### src/rtl/mbi_pkg.sv
package mbi_pkg;
  localparam int CNT_W = 3;
  localparam int SYNC_STAGES = 2;

  typedef enum logic [1:0] {
    MODE_DIRECT = 2'b00,
    MODE_HALF   = 2'b01,
    MODE_SPLIT  = 2'b10,
    MODE_EXTCLK = 2'b11
  } ifMode_e;

  typedef struct packed {
    logic restart;
    logic halfTick;
    logic useHalfClk;
    logic splitPhase;
    logic drvClk;
  } ctrlStrobe_t;
endpackage

### src/rtl/mbi_ctrl.sv
module mbi_ctrl
  import mbi_pkg::*;
#(
  parameter int SYNC_N = SYNC_STAGES
) (
  input  logic        clk,
  input  logic        rst,
  input  logic [1:0]  modeSel,
  input  logic        intTick,
  input  logic        pinClkIn,
  output ctrlStrobe_t ctrl
);
  localparam int CHAIN_W = SYNC_N + 1;

  logic [1:0]         modeQ;
  logic [CHAIN_W-1:0] syncChain;
  logic               extEdge;

  always_ff @(posedge clk) begin
    if (rst) begin
      modeQ     <= MODE_DIRECT;
      syncChain <= '0;
    end else begin
      modeQ     <= modeSel;
      syncChain <= {syncChain[CHAIN_W-2:0], pinClkIn};
    end
  end

  // Top stage holds the previous synchronized level; any difference is an edge.
  assign extEdge = syncChain[CHAIN_W-1] ^ syncChain[CHAIN_W-2];

  always_comb begin
    ctrl.restart    = (modeSel != modeQ);
    ctrl.useHalfClk = (modeQ == MODE_HALF);
    ctrl.splitPhase = (modeQ == MODE_SPLIT);
    ctrl.drvClk     = (modeQ != MODE_EXTCLK);
    ctrl.halfTick   = (modeQ == MODE_EXTCLK) ? extEdge : intTick;
  end
endmodule

### src/rtl/mbi_datapath.sv
module mbi_datapath
  import mbi_pkg::*;
#(
  parameter int CW = CNT_W
) (
  input  logic        clk,
  input  logic        rst,
  input  ctrlStrobe_t ctrl,
  input  logic        modBit,
  output logic        pinClkOut,
  output logic        pinClkOe,
  output logic        pinData,
  output logic        clkDiv2,
  output logic        clkDiv4
);
  logic [CW-1:0] halfCnt;
  logic [CW-1:0] cntNext;
  logic          bitQ;
  logic          captureNow;

  assign cntNext = halfCnt + 1'b1;

  always_comb begin
    if (ctrl.useHalfClk || ctrl.splitPhase)
      captureNow = ctrl.halfTick && (cntNext[1:0] == 2'b10);
    else
      captureNow = ctrl.halfTick && cntNext[0];
  end

  always_ff @(posedge clk) begin
    if (rst || ctrl.restart) begin
      halfCnt <= '0;
      bitQ    <= 1'b0;
    end else if (ctrl.halfTick) begin
      halfCnt <= cntNext;
      if (captureNow) bitQ <= modBit;
    end
  end

  assign clkDiv2   = halfCnt[1];
  assign clkDiv4   = halfCnt[2];
  assign pinClkOut = ctrl.useHalfClk ? halfCnt[1] : halfCnt[0];
  assign pinClkOe  = ctrl.drvClk;
  assign pinData   = ctrl.splitPhase ? (bitQ ^ ~halfCnt[1]) : bitQ;
endmodule

### src/rtl/mbi_top.sv
module mbi_top
  import mbi_pkg::*;
(
  input  logic       clk,
  input  logic       rst,
  input  logic [1:0] modeSel,
  input  logic       intTick,
  input  logic       modBit,
  input  logic       pinClkIn,
  output logic       pinClkOut,
  output logic       pinClkOe,
  output logic       pinData,
  output logic       clkDiv2,
  output logic       clkDiv4
);
  ctrlStrobe_t ctrl;

  mbi_ctrl #(.SYNC_N(SYNC_STAGES)) u_ctrl (
    .clk      (clk),
    .rst      (rst),
    .modeSel  (modeSel),
    .intTick  (intTick),
    .pinClkIn (pinClkIn),
    .ctrl     (ctrl)
  );

  mbi_datapath #(.CW(CNT_W)) u_dp (
    .clk       (clk),
    .rst       (rst),
    .ctrl      (ctrl),
    .modBit    (modBit),
    .pinClkOut (pinClkOut),
    .pinClkOe  (pinClkOe),
    .pinData   (pinData),
    .clkDiv2   (clkDiv2),
    .clkDiv4   (clkDiv4)
  );
endmodule

### config.mk
export PLATFORM = sky130hd
export DESIGN_NAME = mbi_top
export DESIGN_NICKNAME = d
export VERILOG_FILES = /design/src/rtl/mbi_pkg.sv /design/src/rtl/mbi_ctrl.sv /design/src/rtl/mbi_datapath.sv /design/src/rtl/mbi_top.sv
export SDC_FILE = /design/constraint.sdc
export NUM_CORES = 1
export LEC_CHECK = 0
export BUFFER_PORTS_ARGS = -buffer_cell sky130_fd_sc_hd__buf_4
export CAP_MARGIN = 20
export CELL_PAD_IN_SITES_DETAIL_PLACEMENT = 0
export CELL_PAD_IN_SITES_GLOBAL_PLACEMENT = 2
export CORE_UTILIZATION = 25
export DETAILED_ROUTE_END_ITERATION = 10
export PLACE_DENSITY_LB_ADDON = 0.1
export SKIP_LAST_GASP = 1
export SYNTH_ARGS = -nofsm -noshare
export SYNTH_HDL_FRONTEND = slang
export SYNTH_SLANG_ARGS = --single-unit
export TNS_END_PERCENT = 100
### constraint.sdc
create_clock -name clk -period 1.3 [get_ports clk]
set_input_delay 0.065 -clock clk [delete_from_list [all_inputs] [get_ports clk]]
set_output_delay 0.065 -clock clk [all_outputs]
set_load 0.01 [all_outputs]
# --- Word-level counts from Yosys, hierarchy flattened ---
# Cells that the tools add are included.
word_totals:
  in_bits: 7
  reg_bits: 9
  elab_cells: 23
op_classes:
  reduce_logical: 5
  add_sub_neg: 1
  mux: 4
  bitwise_logic: 3
  eq_ne: 6
op_table:
  columns: ["op", "count"]
  rows:
  - ["== test 2 bit (second input constant)", 3]
  - ["2-to-1 mux 1 bit", 4]
  - ["adder 3 x 1 -> 3 bit (second input constant)", 1]
  - ["== test 2 x 1 -> 1 bit (second input constant)", 1]
  - ["logical AND 1 bit", 2]
  - ["logical OR 1 bit", 2]
  - ["inequality test 2 bit", 1]
  - ["inequality test 2 bit (second input constant)", 1]
  - ["AND reduction 2 bit", 1]
  - ["bitwise XOR 1 bit", 2]
  - ["NOT 1 bit", 1]

# --- Longest topological paths before layout ---
depth:
  depth_word: 5
  depth_mapped: 5
  ltp_nobuf: 5

# --- Hierarchy ---
# Synthesis repeated with hierarchy kept, for this count alone.
unflattened:
  cells_unflattened: 43
  area_unflattened_um2: 424.2
modules_own_cells:
  columns: ["module", "n_inst", "cells_per_inst", "area_each_um2"]
  rows:
  - ["mbi_datapath", 1, 25, 224.0]
  - ["mbi_ctrl", 1, 18, 200.2]

# --- Worst setup path before layout ---
# No wires, ideal clock.
synth_timing:
  path_type: "flip-flop to flip-flop"
  startpoint: "register u_ctrl.modeQ[0]"
  endpoint: "register u_dp.bitQ"
  t_required_ns: 1.228
  setup_slack_ns: -0.050
  period_less_slack_ns: 1.350
  n_path_buf: 0
  stages_incl_launch_ff: 6
  arrival_time_ns: 1.278
  cell_sequence: "dfxtp_1 inv_1 ha_1 nand2b_1 a221oi_2 mux2i_1"
synth_via:
  elab_chain_len: 5
  word_cells_on_any_way: 11
  classes_between: "4 x eq/ne; 2 x mux; 5 x reduce/logical"
synth_rtl:
  columns: ["element", "line_no", "source"]
  rows:
  - ["from (decl)", "mbi_ctrl.sv:15", "logic [1:0] modeQ;"]
  - ["from (signal assigned)", "mbi_ctrl.sv:24", "modeQ <= modeSel;"]
  - ["== test 2 bit", "mbi_ctrl.sv:37", "ctrl.halfTick = (modeQ == MODE_EXTCLK) ? extEdge : intTick;"]
  - ["2-to-1 mux 1 bit", "mbi_ctrl.sv:37", null]
  - ["logical AND 1 bit, on equally long branches", "mbi_datapath.sv:27, mbi_datapath.sv:25", null]
  - ["2-to-1 mux 1 bit", "mbi_datapath.sv:24", "if (ctrl.useHalfClk || ctrl.splitPhase)"]
  - ["AND reduction 2 bit (no source line)", null, null]
  - ["to (signal assigned)", "mbi_datapath.sv:36", "if (captureNow) bitQ <= modBit;"]
  - ["to (decl)", "mbi_datapath.sv:18", "logic bitQ;"]
# Parallel ways exist; a longest one is shown, timed or not.
# A chain may end at the register's enable or synchronous reset.

# --- Worst setup path in the final report ---
layout_timing:
  startpoint: "register u_ctrl.modeQ[1]"
  endpoint: "output pinClkOut"
layout_via:
  elab_chain_len: 2
layout_rtl:
  columns: ["element", "line_no", "source"]
  rows:
  - ["== test 2 x 1 -> 1 bit", "mbi_ctrl.sv:34", "ctrl.useHalfClk = (modeQ == MODE_HALF);"]
  - ["2-to-1 mux 1 bit", "mbi_datapath.sv:42", "assign pinClkOut = ctrl.useHalfClk ? halfCnt[1] : halfCnt[0];"]
  - ["to (decl)", "mbi_top.sv:10", "output logic pinClkOut,"]
# Every way passes these cells.

==> out/metrics.yaml <==
outcome:
  status: "finished, final reports clean"
routing:
  dr_total_vias: 433
  drtIter0Drc: 4
  vias_per_cell: 4.42
  drtAntennaViolNets: 0
  wl_mm: 1.04
  first_pass_iters: 2
  wl_per_cell_um: 10.6
  drc: 0
power_and_ir_drop:
  p_leak_nw: 0.307
  p_per_area_nw_per_um2: 861
  irDropWorstVdd_mv: 0.375
logic_synthesis:
  avgSynthCellArea_sq_um: 9.61
  synthesis.nets: 65
  yosys_most_used_dff: "dfxtp_1"
  synth.distinct_cells: 19
  synth.top_cell.area_share_pct: 35.4
  ys_seq_elements: 9
  synth_common_cells: "9 x dfxtp_1, 6 x nor2b_1, 5 x ha_1, 5 x inv_1, 4 x xnor2_1"
  async_flop_share_pct: 0
  synth-simple-area-share_pct: 20.9
  yosysWarningCount: 0
  synth_xor_area_share_pct: 8.60
  synth-compound-area-share_pct: 14.3
  synth_top_cell_by_area: "dfxtp_1"
  yosysSeqAreaShare_pct: 35.4
  synth_top_family_by_area: "simple AND/OR/NAND/NOR gates"
  yosysMostFrequentCell: "dfxtp_1"
  synth_area_sq_um: 509
  synthAdderAreaFrac_pct: 12.3
  yosys-top-cells-area: "dfxtp_1 35%, ha_1 12%, nor2b_1 7.4%"
  syn_inst: 53
  synth_edf_count: 0
  synthMuxAreaShare_pct: 3.93
grt:
  grt_pass1_wl_mm: 1.65
  grt_max_degree: 11
  first_global_vias: 408
  grt.overflow.total: 0
  track_usage_pct: 10.6
  antenna_found_initial: 0
hold_path:
  hold_path_class: "in -> reg"
  min_delay_path_depth: 2
  min_from: "pinClkIn"
  holdPathEnd: "u_ctrl.syncChain[0]"
final_layout:
  syn_to_final_growth_pct: 46.4
  layout-drive-gt1-share_pct: 41.1
  fin_util_pct: 41.0
  n_antenna_cell: 0
  design_area_sq_um: 746
  layout.nets: 86
  stdcell_count: 98
floorplan:
  pin_count: 12
  fp.dieH_um: 47.1
  die_w_um: 47.1
  die_area_sq_um: 2220
  initial_core_util_pct: 28.0
  rows: 15
  coreArea_sq_um: 1820
setup_path:
  rrSetupSlack_ns: 0.05
  reg2reg_to: "u_dp.bitQ"
  cp.arrival_ns: 1.19
  crit_fanout: 3
  crit_type: "reg -> out"
  cp.required_ns: 1.24
  reg2reg_depth: 5
  timing.rr.start: "u_ctrl.modeQ[0]"
  cp-start-kind: "flop"
  worst_setup_path_end_kind: "primary output"
timing:
  setup-violations-final: 0
  finClkSkew_ns: 0.00108
  fmax_mhz: 800
  setup-tns-final_ns: 0
  fin_crit_ns: 1.25
  rsz0062_at_grt: "yes"
  drv_slew: 0
  hold_viol_final: 0
  slew_headroom_pct: 74.1
  tightest_slew_ns: 0.386
  timing.hold.ws_ns: 0.0184
  post-route-period-util_pct: 96.2
place:
  dp_hpwl_um: 749
  gp_congestion: 0.692
  io_buffer_count: 11
  dp.cells: 93
  place_area_sq_um: 657
clock_tree:
  cts_made_buffers: 3
  htree_levels: 1
  clk_pin_slew_worst_paths_ns: 0.06
  clk_latency_ns: 0.25
  cts_sinks: 9
  cts_tree: "built"
  cts-root-buf: "clkbuf_4"
  clk_path_buf_depth: 2
flow_run:
  max-cap-violations: 0
==> how the worst max path moves through the flow <==
stage	start	endpoint	slack, ns	cells past startpoint
2_1_floorplan	u_ctrl.modeQ[0]	u_dp.bitQ	0.01	5
3_3_place_gp	u_ctrl.modeQ[0]	u_dp.bitQ	-0.005	5
3_5_place_dp	u_ctrl.modeQ[0]	u_dp.bitQ	-0.04	5
4_1_cts	u_ctrl.modeQ[0]	u_dp.bitQ	-0.02	5
5_1_grt	u_ctrl.modeQ[0]	u_dp.bitQ	-0.07	5
6_report	u_ctrl.modeQ[1]	pinClkOut	0.05	6
==> metal layers <==
metal | global-route usage, % | wire length (um) | part of all wire [%]
met3 | 2.31 | 38 | 3.6
met4 | 5.14 | 5 | 0.48
met2 | 16.9 | 493 | 47
met5 | 0 | 0 | 0
met1 | 13.5 | 505 | 48
==> cell usage in the layout (no fill, tap or decap), types with 2 or more instances in the layout <==
cell and n:
dfxtp_1 7, ha_1 2, ha_4 2, a21oi_1 3, inv_1 4, clkbuf_4 3
buf_4 16, mux2i_1 2, nand4b_1 3, a211o_1 2, xnor2_1 3, nor2b_1 6
nand2_1 2
==> cell families after synthesis <==
| logic type | count (synthesis) |
|---|---|
| and+or+nand+nor | 16 |
| AOI/OAI and AO/OA | 10 |
| DFF | 9 |
| buffers and inverters | 6 |
| xor gates and xnor gates | 5 |
| adders and majority gates | 5 |
| muxes | 2 |
==> worst max-delay path: stages (launching register included) <==
cell and delay, ns:
dfxtp_4 0.36, buf_6 0.12, inv_2 0.06, ha_4 0.12
nand2_1 0.04, o21ai_1 0.08, buf_4 0.14
==> power by group <==
part | internal (mW) | switching [mW] | leakage [nW]
Clock | 0.118 | 0.0940 | 0.0150
Combinational | 0.0755 | 0.0593 | 0.217
Sequential | 0.285 | 0.00981 | 0.0746
Total | 0.479 | 0.163 | 0.307
==> repair_timing <==
action                     CTS  global route
setup endpoints to repair    2             5
setup buffers                1             0
hold buffers                 0             0
gates resized for setup      3             9
pin swaps                    2             2
gates cloned                 0             0
==> metrics by stage <==
| step | total power, mW | setup slack [ns] |
|---|---|---|
| 4_1_cts | 0.642 | -0.0231 |
| 6_report | 0.642 | 0.0495 |
| 5_1_grt | 0.688 | -0.0656 |
| 2_1_floorplan | 0.362 | 0.0104 |
| 3_5_place_dp | 0.416 | -0.0393 |
| 3_3_place_gp | 0.417 | -0.00527 |
==> state kept, by name, summed over array words and instances (netlist names) <==
| name | flops |
|---|---|
| u_ctrl.syncChain | 3 |
| u_dp.halfCnt | 3 |
| u_ctrl.modeQ | 2 |
| u_dp.bitQ | 1 |
==> layout make-up <==
class | count | area [sq um]
clock buffers | 4 | 26.3
fillers | 192 | 1070
inverters | 5 | 18.8
multi-input cells | 38 | 353
flip-flops and latches | 9 | 185
well taps | 25 | 31.3
repair buffers | 17 | 131
No activity file was read; power rests on OpenSTA's default activity.
